[config.mk]
export PLATFORM = sky130hd
export DESIGN_NAME = packed_lane_alu
export DESIGN_NICKNAME = d
export VERILOG_FILES = /design/src/rtl/simd_alu_pkg.sv /design/src/rtl/seg_adder.sv /design/src/rtl/lane_clamp.sv /design/src/rtl/bitwise_unit.sv /design/src/rtl/packed_lane_alu.sv
export SDC_FILE = /design/constraint.sdc
export NUM_CORES = 1
export LEC_CHECK = 0
export BUFFER_PORTS_ARGS = -buffer_cell sky130_fd_sc_hd__clkbuf_2
export CAP_MARGIN = 20
export CORE_MARGIN = 4
export CORE_UTILIZATION = 25
export DETAILED_ROUTE_END_ITERATION = 6
export PLACE_DENSITY_LB_ADDON = 0.15
export SLEW_MARGIN = 5
export SYNTH_ARGS = -nofsm -noshare
export SYNTH_HDL_FRONTEND = slang
export SYNTH_SLANG_ARGS = --single-unit
[constraint.sdc]
create_clock -name clk_i -period 0.8 [get_ports clk_i]
set_input_delay 0.16 -clock clk_i [delete_from_list [all_inputs] [get_ports clk_i]]
set_output_delay 0.16 -clock clk_i [all_outputs]
set_load 0.01 [all_outputs]
[src/rtl/simd_alu_pkg.sv]
package simd_alu_pkg;

    typedef enum logic [1:0] {
        SZ_B = 2'd0,
        SZ_W = 2'd1,
        SZ_D = 2'd2,
        SZ_Q = 2'd3
    } lane_size_e;

    typedef enum logic [2:0] {
        OP_ADD = 3'd0,
        OP_SUB = 3'd1,
        OP_AND = 3'd2,
        OP_OR  = 3'd3,
        OP_XOR = 3'd4
    } alu_op_e;

    typedef enum logic [1:0] {
        SAT_WRAP     = 2'd0,
        SAT_SIGNED   = 2'd1,
        SAT_UNSIGNED = 2'd2
    } sat_mode_e;

endpackage

[src/rtl/seg_adder.sv]
// Slice-based adder: one SLICE_W-bit adder per slice. A slice that starts a
// lane takes the subtract flag as its carry-in instead of the neighbour carry.
module seg_adder #(
    parameter int DATA_W  = 64,
    parameter int SLICE_W = 8
) (
    input  logic [DATA_W-1:0]         opa_i,
    input  logic [DATA_W-1:0]         opb_i,
    input  logic [1:0]                lane_size_i,
    input  logic                      sub_i,
    output logic [DATA_W-1:0]         sum_o,
    output logic [DATA_W/SLICE_W-1:0] slice_cout_o
);
    localparam int NS = DATA_W / SLICE_W;

    logic [DATA_W-1:0] opb_eff;
    logic [NS-1:0]     lane_start;
    logic [NS:0]       carry;
    int unsigned       lane_mask;

    assign opb_eff  = sub_i ? ~opb_i : opb_i;
    assign carry[0] = sub_i;

    always_comb begin
        lane_mask = (32'd1 << lane_size_i) - 32'd1;
        for (int i = 0; i < NS; i++) begin
            lane_start[i] = ((32'(i) & lane_mask) == 32'd0);
        end
    end

    for (genvar g = 0; g < NS; g++) begin : g_slice
        logic           cin;
        logic [SLICE_W:0] tot;
        assign cin = lane_start[g] ? sub_i : carry[g];
        assign tot = {1'b0, opa_i[g*SLICE_W +: SLICE_W]}
                   + {1'b0, opb_eff[g*SLICE_W +: SLICE_W]}
                   + {{SLICE_W{1'b0}}, cin};
        assign sum_o[g*SLICE_W +: SLICE_W] = tot[SLICE_W-1:0];
        assign carry[g+1] = tot[SLICE_W];
    end

    assign slice_cout_o = carry[NS:1];

endmodule

[src/rtl/lane_clamp.sv]
// Per-slice saturation. In 16-bit mode a slice reads the overflow condition
// from the upper slice of its pair (NS must be even).
module lane_clamp
    import simd_alu_pkg::*;
#(
    parameter int DATA_W  = 64,
    parameter int SLICE_W = 8
) (
    input  logic [DATA_W-1:0]         sum_i,
    input  logic [DATA_W/SLICE_W-1:0] slice_cout_i,
    input  logic [DATA_W/SLICE_W-1:0] a_sign_i,
    input  logic [DATA_W/SLICE_W-1:0] b_sign_i,
    input  logic                      pair_mode_i,
    input  logic                      sub_i,
    input  logic                      sat_en_i,
    input  logic [1:0]                sat_mode_i,
    output logic [DATA_W-1:0]         res_o
);
    localparam int NS = DATA_W / SLICE_W;

    logic sat_signed;
    logic sat_unsigned;

    assign sat_signed   = sat_en_i && (sat_mode_i == SAT_SIGNED);
    assign sat_unsigned = sat_en_i && (sat_mode_i == SAT_UNSIGNED);

    for (genvar g = 0; g < NS; g++) begin : g_clamp
        localparam int TW = g | 1;
        logic               sa, sb, sr, co, is_top, s_ovf, u_ovf;
        logic [SLICE_W-1:0] raw, max_v, min_v, slice_res;

        assign raw    = sum_i[g*SLICE_W +: SLICE_W];
        assign is_top = pair_mode_i ? (g == TW) : 1'b1;
        assign sa     = pair_mode_i ? a_sign_i[TW] : a_sign_i[g];
        assign sb     = (pair_mode_i ? b_sign_i[TW] : b_sign_i[g]) ^ sub_i;
        assign sr     = pair_mode_i ? sum_i[TW*SLICE_W + SLICE_W-1]
                                    : sum_i[g*SLICE_W + SLICE_W-1];
        assign co     = pair_mode_i ? slice_cout_i[TW] : slice_cout_i[g];
        assign s_ovf  = (sa == sb) && (sr != sa);
        assign u_ovf  = co ^ sub_i;
        assign max_v  = is_top ? {1'b0, {(SLICE_W-1){1'b1}}} : {SLICE_W{1'b1}};
        assign min_v  = is_top ? {1'b1, {(SLICE_W-1){1'b0}}} : {SLICE_W{1'b0}};

        always_comb begin
            slice_res = raw;
            if (sat_signed && s_ovf) begin
                slice_res = sa ? min_v : max_v;
            end else if (sat_unsigned && u_ovf) begin
                slice_res = sub_i ? {SLICE_W{1'b0}} : {SLICE_W{1'b1}};
            end
        end

        assign res_o[g*SLICE_W +: SLICE_W] = slice_res;
    end

endmodule

[src/rtl/bitwise_unit.sv]
module bitwise_unit
    import simd_alu_pkg::*;
#(
    parameter int DATA_W = 64
) (
    input  logic [DATA_W-1:0] opa_i,
    input  logic [DATA_W-1:0] opb_i,
    input  logic [2:0]        op_i,
    output logic [DATA_W-1:0] res_o
);
    always_comb begin
        case (op_i)
            OP_AND:  res_o = opa_i & opb_i;
            OP_OR:   res_o = opa_i | opb_i;
            OP_XOR:  res_o = opa_i ^ opb_i;
            default: res_o = '0;
        endcase
    end
endmodule

[src/rtl/packed_lane_alu.sv]
module packed_lane_alu
    import simd_alu_pkg::*;
#(
    parameter int DATA_W  = 64,
    parameter int SLICE_W = 8
) (
    input  logic              clk_i,
    input  logic              rst_ni,
    input  logic [DATA_W-1:0] opa_i,
    input  logic [DATA_W-1:0] opb_i,
    input  logic [1:0]        lane_size_i,
    input  logic [2:0]        op_i,
    input  logic [1:0]        sat_mode_i,
    output logic [DATA_W-1:0] result_o
);
    localparam int NS = DATA_W / SLICE_W;

    typedef struct packed {
        logic [DATA_W-1:0] result;
    } state_t;

    state_t st_d, st_q;

    logic              is_sub, is_arith, sat_en;
    logic [DATA_W-1:0] sum, arith_res, logic_res;
    logic [NS-1:0]     slice_cout, a_sign, b_sign;

    assign is_sub   = (op_i == OP_SUB);
    assign is_arith = (op_i == OP_ADD) || is_sub;
    assign sat_en   = is_arith && ((lane_size_i == SZ_B) || (lane_size_i == SZ_W));

    for (genvar g = 0; g < NS; g++) begin : g_sign
        assign a_sign[g] = opa_i[g*SLICE_W + SLICE_W-1];
        assign b_sign[g] = opb_i[g*SLICE_W + SLICE_W-1];
    end

    seg_adder #(.DATA_W(DATA_W), .SLICE_W(SLICE_W)) u_adder (
        .opa_i        (opa_i),
        .opb_i        (opb_i),
        .lane_size_i  (lane_size_i),
        .sub_i        (is_sub),
        .sum_o        (sum),
        .slice_cout_o (slice_cout)
    );

    lane_clamp #(.DATA_W(DATA_W), .SLICE_W(SLICE_W)) u_clamp (
        .sum_i        (sum),
        .slice_cout_i (slice_cout),
        .a_sign_i     (a_sign),
        .b_sign_i     (b_sign),
        .pair_mode_i  (lane_size_i == SZ_W),
        .sub_i        (is_sub),
        .sat_en_i     (sat_en),
        .sat_mode_i   (sat_mode_i),
        .res_o        (arith_res)
    );

    bitwise_unit #(.DATA_W(DATA_W)) u_logic (
        .opa_i (opa_i),
        .opb_i (opb_i),
        .op_i  (op_i),
        .res_o (logic_res)
    );

    always_comb begin
        st_d = st_q;
        if (is_arith) begin
            st_d.result = arith_res;
        end else begin
            st_d.result = logic_res;
        end
    end

    always_ff @(posedge clk_i or negedge rst_ni) begin
        if (!rst_ni) begin
            st_q <= '0;
        end else begin
            st_q <= st_d;
        end
    end

    assign result_o = st_q.result;

endmodule

==> out/qor.txt <==
GR peak layer = met2
Wire length per cell = 16.5 um
Mapped cell area = 9790 sq um
Slew HR = 0.480
CP delay by family, top = adder cells
Max-cap violations = 0
Hold WC Path Type = input port to register
DRT iter0 DRCs = 433
RSZ-0062 raised after global routing = yes
Largest net degree at the start of global routing = 56
Fraction of registers with async set/reset = 1.00
Die Span Y = 206 um
DIE AREA = 42400 sq um
Root Buffer = clkbuf_16
Grt ovf = 0
Achievable Freq = 0.0819 GHz
Final setup fails = 128
CTS Buf Count = 9
Crit-path slowest cell = fa_2
Mapped Avg Cell Area = 8.33 sq um
Met1 Use GR = 0.245
Most common cell after layout, fill and taps aside = buf_4
Drt drc = 0
Met3 Use GR = 0.0282
Htree depth = 3
GRT Total Usage = 0.178
Netlist cell types = 71
CP max FO = 4
Cell mode on critical path = fa_2
Crit Path Category = input port to register
Synthesized instance count = 1176
Final nets = 2101
Outcome = finished with violations
DRT antenna net count = 0
Initial core utilization = 0.253
Core box area = 38600 sq um
DIE WIDTH = 206 um
Total iterations of the first detailed-routing run = 4
Share of cells above drive strength 1 = 0.455
Worst Setup End Kind = register
Vias in the first global route = 10857
VDD IR-drop max = 1.08 mV
Leak = 7.93 nW
Max Transition Viols Final = 0
Startpoint Class = input port
Cell row count = 72
IO Count = 201
CTS Buffer Depth = 2
WP data arrival = 12.47 ns
Initial antenna violation count = 1
Final GP Congestion = 0.840
Worst path depth = 66
Via count = 10634
Top FF cell, synth = dfrtp_1
Warning count from the yosys run = 0
Clock-pin slew on the worst setup and hold paths = 0.06 ns
Post-Layout Cell Count = 2288
IO Port Bufs = 200
CTS tree = yes
Fin crit share = 15.3
Syn nets = 1513
Worst-margin pin slew = 0.780 ns
Slowest cell delay on critical path = 0.41 ns
CTS sink count = 64
Final HPWL DP = 30900 um
Via density = 4.65
CP endpoint = result_o[63]
Post-layout min period = 12.21 ns
Area grow syn2layout = 61.4%
#FFs+latches synth = 64
Post-synth EDFFs = 0
Violated checks = setup timing
First-pass GRT wire length = 59300 um
# placed instances = 2233
Final hold vios = 0
Commonest non-fill, non-tap cells in the layout = buf_4, clkbuf_2, ha_1
Met2 usage = 0.294
WL final = 37900 um
Register area share after synthesis = 0.164
Critical Path Start = opb_i[0]
Setup WS pre-CTS = -12.40 ns
Largest register FFs = 64
Critical path required time = 1.05 ns
Power per cell area = 1290 nW/um^2
PnR worst setup slack = -11.41 ns
Crit path buf inv count = 2
==> where the power goes <==
| part | total [mW] | switching [mW] | internal, mW | leakage [nW] |
|---|---|---|---|---|
| clock network | 4.83 | 1.78 | 3.05 | 0.162 |
| logic | 11.6 | 5.57 | 6.01 | 6.95 |
| registers | 3.93 | 0.212 | 3.72 | 0.815 |
| total | 20.3 | 7.56 | 12.8 | 7.93 |
==> cells by family (layout without fill, tap and decap cells) <==
kind of cell / count (synthesis) / count (layout) / share of synthesized area
AOI/OAI and AO/OA: 379 / 379 / 0.263
xor gates and xnor gates: 110 / 110 / 0.0984
adders and majority gates: 200 / 200 / 0.267
buffers and inverters: 195 / 788 / 0.0763
DFF: 64 / 64 / 0.164
muxes: 8 / 8 / 0.00843
other: 0 / 1 / 0
and+or+nand+nor: 220 / 220 / 0.123
==> worst min-delay path by stage <==
stage               slack, ns  startpoint  cells past startpoint      endpoint
floorplan               -0.14      rst_ni                      0   result_o[0]
global placement         0.17      rst_ni                      2  result_o[21]
detailed placement       0.17      rst_ni                      2  result_o[19]
CTS                      0.24     op_i[0]                      3  result_o[31]
global route             0.17     op_i[0]                      3  result_o[31]
finish                   0.15     op_i[0]                      3  result_o[31]
==> cell usage after synthesis (all sizes together), types with 9 or more instances <==
library cell | n | share of area
a21o | 16 | 0.012
a21oi | 71 | 0.037
a22oi | 64 | 0.049
a31oi | 10 | 0.0064
and2 | 9 | 0.0057
buf | 22 | 0.010
clkbuf | 26 | 0.010
dfrtp | 64 | 0.16
fa | 15 | 0.031
ha | 185 | 0.24
inv | 147 | 0.056
nand2 | 29 | 0.011
nand2b | 14 | 0.0089
nand3 | 14 | 0.0072
nand3b | 9 | 0.0069
nor2 | 61 | 0.023
nor2b | 26 | 0.017
nor3 | 19 | 0.0097
nor4 | 11 | 0.0077
o21ai | 81 | 0.042
o22a | 25 | 0.022
o22ai | 28 | 0.018
o31ai | 12 | 0.0092
or2 | 11 | 0.0070
xnor2 | 97 | 0.087
xor2 | 13 | 0.012
==> stage by stage <==
step | cell area [sq um] | hold WS, ns | TNS (ns) | power, mW | util
finish | 15800 | 0.151 | -477.10 | 20.3 | 0.409
global route | 15800 | 0.167 | -512.96 | 22.0 | 0.409
CTS | 15100 | 0.240 | -481.73 | 19.7 | 0.390
detailed placement | 14600 | 0.174 | -513.75 | 14.3 | 0.377
global placement | 14600 | 0.172 | -504.83 | 14.3 | 0.377
floorplan | 10000 | -0.136 | -474.01 | 9.51 | -
==> metal layers <==
layer / routed length (um) / vias up
met2: 17600 / 173
met1: 18300 / 5042
li1: - / 5387
met4: 617 / 0
met5: 0 / -
met3: 1330 / 32
==> final cells by class <==
cell class | count | area (sq um)
clock inverters | 7 | 119
flip-flops and latches | 64 | 1600
clock buffers | 9 | 225
well taps | 518 | 648
diodes | 1 | 2.50
repair buffers | 625 | 4520
inverters | 147 | 552
fillers | 3915 | 22800
multi-input cells | 917 | 8130
==> timing repair <==
action                                 4_1_cts  5_1_grt
setup endpoints to repair                  128      128
endpoints found under the hold margin       64        0
pin swaps                                   42       50
hold buffers                                 1        0
resized for setup                           42      141
setup buffers                               10       28
Power figures use the tool's default switching activity.
